$ cat config.mk
export PLATFORM = sky130hd
export DESIGN_NAME = madd_wide
export DESIGN_NICKNAME = d
export VERILOG_FILES = /design/src/rtl/madd_pkg.sv /design/src/rtl/madd_in_stage.sv /design/src/rtl/madd_mul_stage.sv /design/src/rtl/madd_acc_stage.sv /design/src/rtl/madd_out_stage.sv /design/src/rtl/madd_wide.sv
export SDC_FILE = /design/constraint.sdc
export NUM_CORES = 2
export LEC_CHECK = 0
export BUFFER_PORTS_ARGS = -buffer_cell sky130_fd_sc_hd__buf_2
export CORE_UTILIZATION = 58
export DETAILED_ROUTE_END_ITERATION = 12
export PLACE_DENSITY = 0.79
export SLEW_MARGIN = 10
export SYNTH_ARGS = -nofsm -noshare
export SYNTH_HDL_FRONTEND = slang
export SYNTH_HIERARCHICAL = 1
export SYNTH_SLANG_ARGS = --single-unit
$ cat constraint.sdc
create_clock -name clk -period 7 [get_ports clk]
set_input_delay 1.4 -clock clk [delete_from_list [all_inputs] [get_ports clk]]
set_output_delay 1.4 -clock clk [all_outputs]
set_load 0.01 [all_outputs]
$ cat src/rtl/madd_pkg.sv
// Package: shared widths and the per-sample operation type of the
// multiply-add pipeline. Assumes the 19/18/36/64 split as default.
package madd_pkg;
    localparam int unsigned DEF_A_W = 19;
    localparam int unsigned DEF_B_W = 18;
    localparam int unsigned DEF_C_W = 36;
    localparam int unsigned DEF_R_W = 64;

    typedef enum logic {
        OP_ADD = 1'b0,
        OP_SUB = 1'b1
    } op_e;
endpackage

$ cat src/rtl/madd_in_stage.sv
// Input register bank: captures the operands, the operation and the valid flag.
// Assumes rst_n and clr are synchronous; clr wins over ce.
module madd_in_stage
    import madd_pkg::*;
#(
    parameter int unsigned A_W = DEF_A_W,
    parameter int unsigned B_W = DEF_B_W,
    parameter int unsigned C_W = DEF_C_W
) (
    input  logic           clk,
    input  logic           rst_n,
    input  logic           ce,
    input  logic           clr,
    input  logic           in_valid,
    input  op_e            op_in,
    input  logic [A_W-1:0] a_in,
    input  logic [B_W-1:0] b_in,
    input  logic [C_W-1:0] c_in,
    output logic           v_q,
    output op_e            op_q,
    output logic [A_W-1:0] a_q,
    output logic [B_W-1:0] b_q,
    output logic [C_W-1:0] c_q
);
    // Capture a new sample on each enabled edge; clear empties the bank.
    always_ff @(posedge clk) begin
        if (!rst_n || clr) begin
            v_q  <= 1'b0;
            op_q <= OP_ADD;
            a_q  <= '0;
            b_q  <= '0;
            c_q  <= '0;
        end else if (ce) begin
            v_q  <= in_valid;
            op_q <= op_in;
            a_q  <= a_in;
            b_q  <= b_in;
            c_q  <= c_in;
        end
    end

    // A clear empties the bank on the following cycle.
    assert_in_clear_R6: assert property (@(posedge clk) disable iff (!rst_n)
        clr |=> !v_q);
endmodule

$ cat src/rtl/madd_mul_stage.sv
// First pipeline stage: extends the operands per mode and registers their product.
// Assumes mode is stable while a sample is in this stage.
module madd_mul_stage
    import madd_pkg::*;
#(
    parameter int unsigned A_W = DEF_A_W,
    parameter int unsigned B_W = DEF_B_W,
    parameter int unsigned C_W = DEF_C_W,
    localparam int unsigned PW = A_W + B_W + 2
) (
    input  logic                 clk,
    input  logic                 rst_n,
    input  logic                 ce,
    input  logic                 clr,
    input  logic                 mode_signed,
    input  logic                 v_in,
    input  op_e                  op_in,
    input  logic [A_W-1:0]       a_in,
    input  logic [B_W-1:0]       b_in,
    input  logic [C_W-1:0]       c_in,
    output logic                 v_q,
    output op_e                  op_q,
    output logic signed [PW-1:0] prod_q,
    output logic [C_W-1:0]       c_q
);
    logic signed [A_W:0]  a_x;
    logic signed [B_W:0]  b_x;
    logic signed [PW-1:0] prod_d;

    // Extend operands: sign bit in signed mode, zeros (top a bit dropped) otherwise.
    always_comb begin
        if (mode_signed) begin
            a_x = $signed({a_in[A_W-1], a_in});
            b_x = $signed({b_in[B_W-1], b_in});
        end else begin
            a_x = $signed({2'b00, a_in[A_W-2:0]});
            b_x = $signed({1'b0, b_in});
        end
        prod_d = a_x * b_x;
    end

    // Register the product and carry the addend and controls along.
    always_ff @(posedge clk) begin
        if (!rst_n || clr) begin
            v_q    <= 1'b0;
            op_q   <= OP_ADD;
            prod_q <= '0;
            c_q    <= '0;
        end else if (ce) begin
            v_q    <= v_in;
            op_q   <= op_in;
            prod_q <= prod_d;
            c_q    <= c_in;
        end
    end

    // An unsigned product of two (A_W-1)-bit values never reaches the top bits.
    assert_unsigned_range_R2: assert property (@(posedge clk) disable iff (!rst_n)
        (v_q && !mode_signed) |-> (prod_q[PW-1:2*(A_W-1)] == '0));
endmodule

$ cat src/rtl/madd_acc_stage.sv
// Second pipeline stage: extends product and addend to the result width and
// adds or subtracts (product minus addend). Assumes mode is stable meanwhile.
module madd_acc_stage
    import madd_pkg::*;
#(
    parameter int unsigned PW  = DEF_A_W + DEF_B_W + 2,
    parameter int unsigned C_W = DEF_C_W,
    parameter int unsigned R_W = DEF_R_W
) (
    input  logic                 clk,
    input  logic                 rst_n,
    input  logic                 ce,
    input  logic                 clr,
    input  logic                 mode_signed,
    input  logic                 v_in,
    input  op_e                  op_in,
    input  logic signed [PW-1:0] prod_in,
    input  logic [C_W-1:0]       c_in,
    output logic                 v_q,
    output logic [R_W-1:0]       sum_q
);
    logic [R_W-1:0] p_ext;
    logic [R_W-1:0] c_ext;
    logic [R_W-1:0] sum_d;

    // Widen both terms and form the sum or difference.
    always_comb begin
        p_ext = {{(R_W-PW){prod_in[PW-1]}}, prod_in};
        c_ext = {{(R_W-C_W){mode_signed & c_in[C_W-1]}}, c_in};
        sum_d = (op_in == OP_SUB) ? (p_ext - c_ext) : (p_ext + c_ext);
    end

    // Register the sum and its valid flag.
    always_ff @(posedge clk) begin
        if (!rst_n || clr) begin
            v_q   <= 1'b0;
            sum_q <= '0;
        end else if (ce) begin
            v_q   <= v_in;
            sum_q <= sum_d;
        end
    end
endmodule

$ cat src/rtl/madd_out_stage.sv
// Output register bank: presents the finished result and its valid flag.
// Assumes rst_n and clr are synchronous; clr wins over ce.
module madd_out_stage #(
    parameter int unsigned R_W = madd_pkg::DEF_R_W
) (
    input  logic           clk,
    input  logic           rst_n,
    input  logic           ce,
    input  logic           clr,
    input  logic           v_in,
    input  logic [R_W-1:0] sum_in,
    output logic           out_valid,
    output logic [R_W-1:0] result
);
    // Load the output bank on enabled edges.
    always_ff @(posedge clk) begin
        if (!rst_n || clr) begin
            out_valid <= 1'b0;
            result    <= '0;
        end else if (ce) begin
            out_valid <= v_in;
            result    <= sum_in;
        end
    end

    // With the enable low and no clear, the outputs hold.
    assert_hold_R5: assert property (@(posedge clk) disable iff (!rst_n)
        (!ce && !clr) |=> ($stable(result) && $stable(out_valid)));

    // After a clear the outputs read zero.
    assert_out_clear_R6: assert property (@(posedge clk) disable iff (!rst_n)
        clr |=> (!out_valid && result == '0));
endmodule

$ cat src/rtl/madd_wide.sv
// Top: four-stage multiply-add with a wide addend and signed/unsigned mode.
// Holds the mode in a register that reloads only while the pipeline is empty.
// Assumes mode_signed changes only while idle.
module madd_wide
    import madd_pkg::*;
#(
    parameter int unsigned A_W = DEF_A_W,
    parameter int unsigned B_W = DEF_B_W,
    parameter int unsigned C_W = DEF_C_W,
    parameter int unsigned R_W = DEF_R_W,
    localparam int unsigned PW = A_W + B_W + 2
) (
    input  logic           clk,
    input  logic           rst_n,
    input  logic           ce,
    input  logic           clr,
    input  logic           mode_signed,
    input  logic           in_valid,
    input  logic           op_sub,
    input  logic [A_W-1:0] mul_a,
    input  logic [B_W-1:0] mul_b,
    input  logic [C_W-1:0] addend,
    output logic [R_W-1:0] result,
    output logic           out_valid
);
    logic                 mode_q;
    logic                 busy;
    op_e                  op_in;
    logic                 s0_v, s1_v, s2_v;
    op_e                  s0_op, s1_op;
    logic [A_W-1:0]       s0_a;
    logic [B_W-1:0]       s0_b;
    logic [C_W-1:0]       s0_c, s1_c;
    logic signed [PW-1:0] s1_p;
    logic [R_W-1:0]       s2_sum;

    assign op_in = op_e'(op_sub);
    assign busy  = s0_v | s1_v | s2_v;

    // Reload the mode only when no sample is inside the arithmetic stages.
    always_ff @(posedge clk) begin
        if (!rst_n) begin
            mode_q <= 1'b0;
        end else if (!busy) begin
            mode_q <= mode_signed;
        end
    end

    madd_in_stage #(.A_W(A_W), .B_W(B_W), .C_W(C_W)) u_in (
        .clk(clk), .rst_n(rst_n), .ce(ce), .clr(clr),
        .in_valid(in_valid), .op_in(op_in),
        .a_in(mul_a), .b_in(mul_b), .c_in(addend),
        .v_q(s0_v), .op_q(s0_op), .a_q(s0_a), .b_q(s0_b), .c_q(s0_c)
    );

    madd_mul_stage #(.A_W(A_W), .B_W(B_W), .C_W(C_W)) u_mul (
        .clk(clk), .rst_n(rst_n), .ce(ce), .clr(clr), .mode_signed(mode_q),
        .v_in(s0_v), .op_in(s0_op), .a_in(s0_a), .b_in(s0_b), .c_in(s0_c),
        .v_q(s1_v), .op_q(s1_op), .prod_q(s1_p), .c_q(s1_c)
    );

    madd_acc_stage #(.PW(PW), .C_W(C_W), .R_W(R_W)) u_acc (
        .clk(clk), .rst_n(rst_n), .ce(ce), .clr(clr), .mode_signed(mode_q),
        .v_in(s1_v), .op_in(s1_op), .prod_in(s1_p), .c_in(s1_c),
        .v_q(s2_v), .sum_q(s2_sum)
    );

    madd_out_stage #(.R_W(R_W)) u_out (
        .clk(clk), .rst_n(rst_n), .ce(ce), .clr(clr),
        .v_in(s2_v), .sum_in(s2_sum),
        .out_valid(out_valid), .result(result)
    );

    // The mode register holds while any sample is in flight.
    assert_mode_hold_R8: assert property (@(posedge clk) disable iff (!rst_n)
        busy |=> $stable(mode_q));

    // A valid sum leaves through the output bank on the next enabled edge.
    assert_valid_chain_R4: assert property (@(posedge clk) disable iff (!rst_n)
        (ce && !clr && s2_v) |=> out_valid);
endmodule

# [Word-level counts from Yosys, hierarchy flattened]
# Cells that the tools add are included.
# W data, S select, Z words.
[totals] ff_bits=283 elab_cells=25
[op_classes] n_mul=1 n_reduce_logical=2 add_sub_neg=2 bitwise_logic=3 muxes=3
[op_table] cell="$mux W64" count=1
[op_table] cell="$add A39 B37 Y40" count=1
[op_table] cell="$sub A39 B37 Y40" count=1
[op_table] cell="$mul A20 B19 Y39" count=1
[op_table] cell="$mux W20" count=1
[op_table] cell="$mux W19" count=1
[op_table] cell="$or A1 B1 Y1" count=2
[op_table] cell="$and A1 B1 Y1" count=1
[op_table] cell="$logic_not A1 Y1" count=1
[op_table] cell="$logic_or A1 B1 Y1" count=1

# [Longest topological paths before layout]
[logic_depth] depth_word=3 depth_mapped=27 ltp_nobuf=24

# [Hierarchy]
# Netlist, hierarchy kept.
[modules_own_cells] module="madd_mul_stage" instances=1 cells_each=1782 area_each_um2=16384.5
[modules_own_cells] module="madd_acc_stage" instances=1 cells_each=614 area_each_um2=4590.7
[modules_own_cells] module="madd_in_stage" instances=1 cells_each=243 area_each_um2=2723.9
[modules_own_cells] module="madd_out_stage" instances=1 cells_each=210 area_each_um2=2354.8
[modules_own_cells] module="madd_wide" instances=1 cells_each=4 area_each_um2=41.3

# [Worst setup path before layout]
# No wires, ideal clock.
[synth_path] path_type="register -> register" startpoint="register mode_q" endpoint="register u_mul.prod_q[37]" path_stages_with_launch=24 path_slack_ps=63 t_arrival_ps=6817 setup_ps=120 required_time_ps=6880 synth_period_minus_slack_ps=6937 path_cell_list="dfxtp_1 -> and2_1 -> clkbuf_1 -> clkbuf_1 -> nand2_1 -> fa_1 -> fa_1 -> fa_1 -> fa_1 -> fa_1 -> inv_1 -> fa_1 -> ha_1 -> ha_1 -> clkbuf_1 -> a21o_1 -> a21o_1 -> a21oi_1 -> nor2_1 -> a211oi_1 -> o31ai_2 -> a41oi_2 -> nor4b_1 -> a211o_1"
[synth_via] elab_chain_cells=2 word_cells_on_any_way=3 cone_classes="1 x mul; 2 x mux"
[synth_lines] element="start: declaration" line_no="madd_wide.sv:26" source="logic mode_q;"
[synth_lines] element="start signal: assignment" line_no="madd_wide.sv:45" source="mode_q <= mode_signed;"
[synth_lines] element="$mux W20 or $mux W19 (tied branches)" line_no="madd_mul_stage.sv:32" source="if (mode_signed) begin"
[synth_lines] element="$mul A20 B19 Y39 *" line_no="madd_mul_stage.sv:39" source="prod_d = a_x * b_x;"
[synth_lines] element="end signal: assignment" line_no="madd_mul_stage.sv:52" source="prod_q <= prod_d;"
[synth_lines] element="end: declaration" line_no="madd_mul_stage.sv:23" source="output logic signed [PW-1:0] prod_q,"
# Every way passes the cells marked *; elsewhere a longest branch is shown, timed or not.
# A chain may end at the register's enable or synchronous reset.

# [Final worst setup path]
[layout_path] startpoint="register u_in.b_q[6]" endpoint="register u_mul.prod_q[37]"
[layout_via] elab_chain_cells=2
[layout_lines] element="start: declaration" line_no="madd_in_stage.sv:22" source="output logic [B_W-1:0] b_q,"
[layout_lines] element="start signal: assignment" line_no="madd_in_stage.sv:37" source="b_q <= b_in;"
[layout_lines] element="$mux W19" line_no="madd_mul_stage.sv:32"
[layout_lines] element="$mul A20 B19 Y39" line_no="madd_mul_stage.sv:39"
# Every way passes these cells.

==> run summary <==
The final weighted congestion of routability-driven global placement is 0.951. Across every metal layer, demand over resource in global routing totals 27.3%. The cell area after synthesis came out at 26100 µm². The least setup slack across all paths after layout is 273 ps. For this design the ratio of total power to cell area is 142 nW/µm².

The startpoint type of the worst setup path is a flip-flop. The clock insertion delay at the later pin of the skew report is 610 ps. The adder-cell share of the synthesized area came out at 36.2%. The clock buffer count from CTS is 30. The antenna diode instance count is 0. The wire length of the first global-routing pass is 101000 µm.

After Yosys synthesis, and, or, nand and nor cells account for 14.8% of the synthesized area. Entering global routing, the biggest net connects 104 pins. The max-slew headroom at the worst pin came out at 26.7%.

The overall overflow remaining after global route came out at 0. The total length of routed wires came out at 62000 µm. The number of slew-limit violations in the final report was 0.

For the pin with the worst max-slew slack, the measured transition is 1100 ps. From synthesis to final layout, the design area changed by 7.80%. The iteration count of the initial detailed-routing pass is 6. The number of enable-type register cells in the synthesized netlist came out at 0.

The number of global-route vias before repair came to 20000. In this run, the number of DRC markers left after iteration 0 of detailed routing was 1524. In the final layout, the share of cells above drive strength 1 is 9.94%.

STA classifies the critical path endpoint as a flip-flop. Input and output buffers added on the ports amount to 144. The share of the yosys chip area belonging to registers came out at 19.9%.

For this run, design rule violations remaining after detail routing come to 0. The cell area after placement is 27100 µm². The buffer depth of the longest clock path is 3.

The stage delay of the slowest cell on the critical path is 660 ps. The fmax is 149 MHz. Data on the critical path is required at its endpoint by 7490 ps. Among all flip-flop cells after synthesis, the most frequent one is sky130_fd_sc_hd__dfxtp_1. The XOR/XNOR share of the synthesized area came out at 3.65%. The clock-pin slew on the worst setup and hold paths is 60 ps. The number of synthesized register bits is 259.

The routed via count divided by cell count came out at 5.55. The floorplan has 77 rows. The clock drives 259 sinks. The tightest min-delay check is of the reg2reg type. The mux contribution to synthesized area came out at 8.82%. The final critical-path share of the clock period came out at 96.1%.

TritonCTS built the clock tree. The mean instance size in the synthesized netlist is 9.15 µm². The number of nets in the layout is 3528.

The compound-gate portion of the synthesized area is 6.48%. The worst path arrival time is 7220 ps. The signal on the critical path passes through nand2_1 -> fa_1 -> fa_1 -> inv_1 -> fa_1 -> inv_1 -> fa_1 -> inv_1 -> fa_1 -> fa_1 -> ha_1 -> ha_1 -> a211oi_2 -> nand2_1 -> a2111oi_4 -> nor3_2 -> a221oi_4 -> o31ai_4 -> a41oi_2 -> nor4b_1 -> a211o_1. The post-synthesis async set-or-reset flop share is 0%.

Broken down by cell family, the worst path's largest delay share belongs to adder cells. The region available for standard cell placement spans 44300 µm². The number of antenna violations at the first check in global routing came out at 2. The number of placed I/O pins is 145. The gate count of the mapped netlist came out at 2853.

The number of library cell types mapped by synthesis is 74. Once detail routing completed, the nets flagged for antenna violations numbered 0. The starting density of the core came out at 58.9%. In this run the horizontal extent of the chip is 214 µm.

Counting stages on the worst path, the most repeated cell is sky130_fd_sc_hd__fa_1. The flow ran to the end, and the final reports show no timing, DRC or antenna violations. Setup repair after global routing left no endpoint under its margin. Max-cap violations in this run came to 0. The hold buffer count at CTS came out at 0.

In this run the clock root is driven by a sky130_fd_sc_hd__clkbuf_16. The post-DP HPWL is 49000 µm. The largest individual stage delay along the critical path comes from the cell sky130_fd_sc_hd__dfxtp_1. The peak supply drop came out at 0.202 mV. The number of warnings reported in the yosys synthesis log came out at 6. Setup violations remaining at the end of the flow were counted as 0. The leakage power figure came out at 14.4 nW.

After clock tree synthesis, the setup repair step added 0 buffers. Summing over every cut layer, the via total after detailed routing is 19600. The overall die height came out at 214 µm.

The worst-case setup slack after placement is -103 ps. By area, the combinational part of the netlist is dominated by adder cells. The total number of H-tree levels came out at 1. Along the worst path, the maximum fanout reaches 13. The die area is 45800 µm².

When the netlist entered floorplanning its net count stood at 3463. The count of buffer and inverter cells on the critical path is 3. The setup skew after layout is 39.5 ps. The post-layout minimum cycle time is 6730 ps. The area of all placed cells without fillers came out at 28100 µm². The detailed-route wire length per cell is 17.5 µm. The final number of hold-violating endpoints is 0. By startpoint and endpoint, the worst setup path is classified as reg2reg.
[routing by layer]
metal | vias to the layer above | track usage, % | share of wire, %
li1 | 9053 | - | -
met1 | 9782 | 36.1 | 43
met2 | 607 | 46.4 | 49
met3 | 142 | 3.46 | 5.6
met4 | 2 | 9.02 | 3.2
met5 | - | 0 | 0.021
[stage by stage]
stage          setup TNS [ps]  utilization [%]  cells  hold slack (ps)  power (mW)
2_1_floorplan               0                -   2853              432        2.17
3_3_place_gp                0             61.1   3478              461        2.34
3_5_place_dp             -103             61.1   3478              474        2.36
4_1_cts                     0             63.4   3531              482        4.01
5_1_grt                     0             63.5   3531              515        4.15
6_report                    0             63.5   3531              481        3.98
[report_power, final]
part           total (mW)  internal, mW  switching [mW]
Clock                1.64         0.968           0.670
Sequential           1.57          1.52          0.0539
Combinational       0.773         0.316           0.456
[registers in the layout (all words and copies together), names as in the netlist]
register         cells
u_mul/prod_q        39
u_mul/v_q            1
mode_q               1
u_acc/sum_q         40
u_in/a_q            19
u_in/c_q            36
u_out/out_valid      1
u_in/b_q            18
u_mul/op_q           1
u_in/op_q            1
u_acc/v_q            1
u_out/result        64
u_in/v_q             1
u_mul/c_q           36
[final timing paths]
path	from	end	depth (start not counted)	slack (ps)
max reg2reg	u_in/b_q[6]$_SDFFE_PP0P_	u_mul/prod_q[37]$_SDFFE_PP0P_	21	270
min reg2reg	u_acc/sum_q[10]$_SDFFE_PP0P_	u_acc/sum_q[10]$_SDFFE_PP0P_	2	480
max	u_in/b_q[6]$_SDFFE_PP0P_	u_mul/prod_q[37]$_SDFFE_PP0P_	21	270
min	u_acc/sum_q[10]$_SDFFE_PP0P_	u_acc/sum_q[10]$_SDFFE_PP0P_	2	480
[layout by cell type, fill, tap and decap left out, drive strengths merged, types with 5 or more instances in the layout]
master  count
clkbuf     35
xor2       23
o211ai      6
nor4        7
nor3       25
and2      145
nand3      12
a21o       35
or3         7
clkinv     11
o21ai      48
nor2      314
nor4b       5
nor2b       9
o21a        5
dfxtp     259
nand2b     10
a31oi      15
o21bai     13
nand4      15
mux2i     230
nand3b     11
inv       450
nand2     264
xnor2      85
a211oi     11
buf       204
a21oi      93
ha        155
fa        375
and3        7
[cells by family after synthesis]
family                   after synthesis
adder cells (fa/ha/maj)              530
buffers and inverters                619
AND/OR/NAND/NOR                      845
multiplexers                         230
AO/OA/AOI/OAI                        262
XOR/XNOR                             108
flip-flops                           259
[synth_stat cells, drive strengths merged (9+ instances only)]
master | n | area, µm²
a21o | 35 | 263
dfxtp | 259 | 5180
nor3 | 25 | 135
nand2b | 10 | 62.6
and2 | 145 | 907
xor2 | 23 | 201
o21ai | 48 | 240
nand3 | 12 | 60.1
nand4 | 15 | 93.8
fa | 375 | 7510
xnor2 | 85 | 752
buf | 67 | 571
nand3b | 11 | 82.6
a211oi | 11 | 87.6
nor2b | 9 | 56.3
inv | 447 | 1680
a31oi | 15 | 93.8
nor2 | 314 | 1180
ha | 155 | 1940
o21bai | 13 | 97.6
clkbuf | 104 | 390
a21oi | 93 | 465
mux2i | 230 | 2300
nand2 | 264 | 991
[worst reg2reg max path, cell delays in order (launching register included)]
cell and delay [ps]:
sky130_fd_sc_hd__dfxtp_1 660, sky130_fd_sc_hd__nand2_1 140, sky130_fd_sc_hd__fa_1 490, sky130_fd_sc_hd__fa_1 550, sky130_fd_sc_hd__inv_1 60, sky130_fd_sc_hd__fa_1 500
sky130_fd_sc_hd__inv_1 50, sky130_fd_sc_hd__fa_1 550, sky130_fd_sc_hd__inv_1 60, sky130_fd_sc_hd__fa_1 500, sky130_fd_sc_hd__fa_1 430, sky130_fd_sc_hd__ha_1 300
sky130_fd_sc_hd__ha_1 350, sky130_fd_sc_hd__a211oi_2 240, sky130_fd_sc_hd__nand2_1 130, sky130_fd_sc_hd__a2111oi_4 460, sky130_fd_sc_hd__nor3_2 140, sky130_fd_sc_hd__a221oi_4 350
sky130_fd_sc_hd__o31ai_4 120, sky130_fd_sc_hd__a41oi_2 230, sky130_fd_sc_hd__nor4b_1 70, sky130_fd_sc_hd__a211o_1 280
[timing repair]
| item | in CTS | in global routing |
|---|---|---|
| pin swaps | 0 | 1 |
| endpoints found under the hold margin | 0 | 0 |
| resized for setup | 2 | 13 |
| endpoints found under the setup margin | 2 | 8 |
[cell type report]
| class | instances | area (µm²) |
|---|---|---|
| clock buffer | 35 | 800 |
| clock inverter | 18 | 233 |
| fill | 3733 | 16200 |
| inverter | 448 | 1680 |
| multi-input combinational | 1975 | 18300 |
| sequential | 259 | 5200 |
| tap | 592 | 741 |
| timing repair buffer | 204 | 1180 |
No activity file was read; power rests on OpenSTA's default activity.
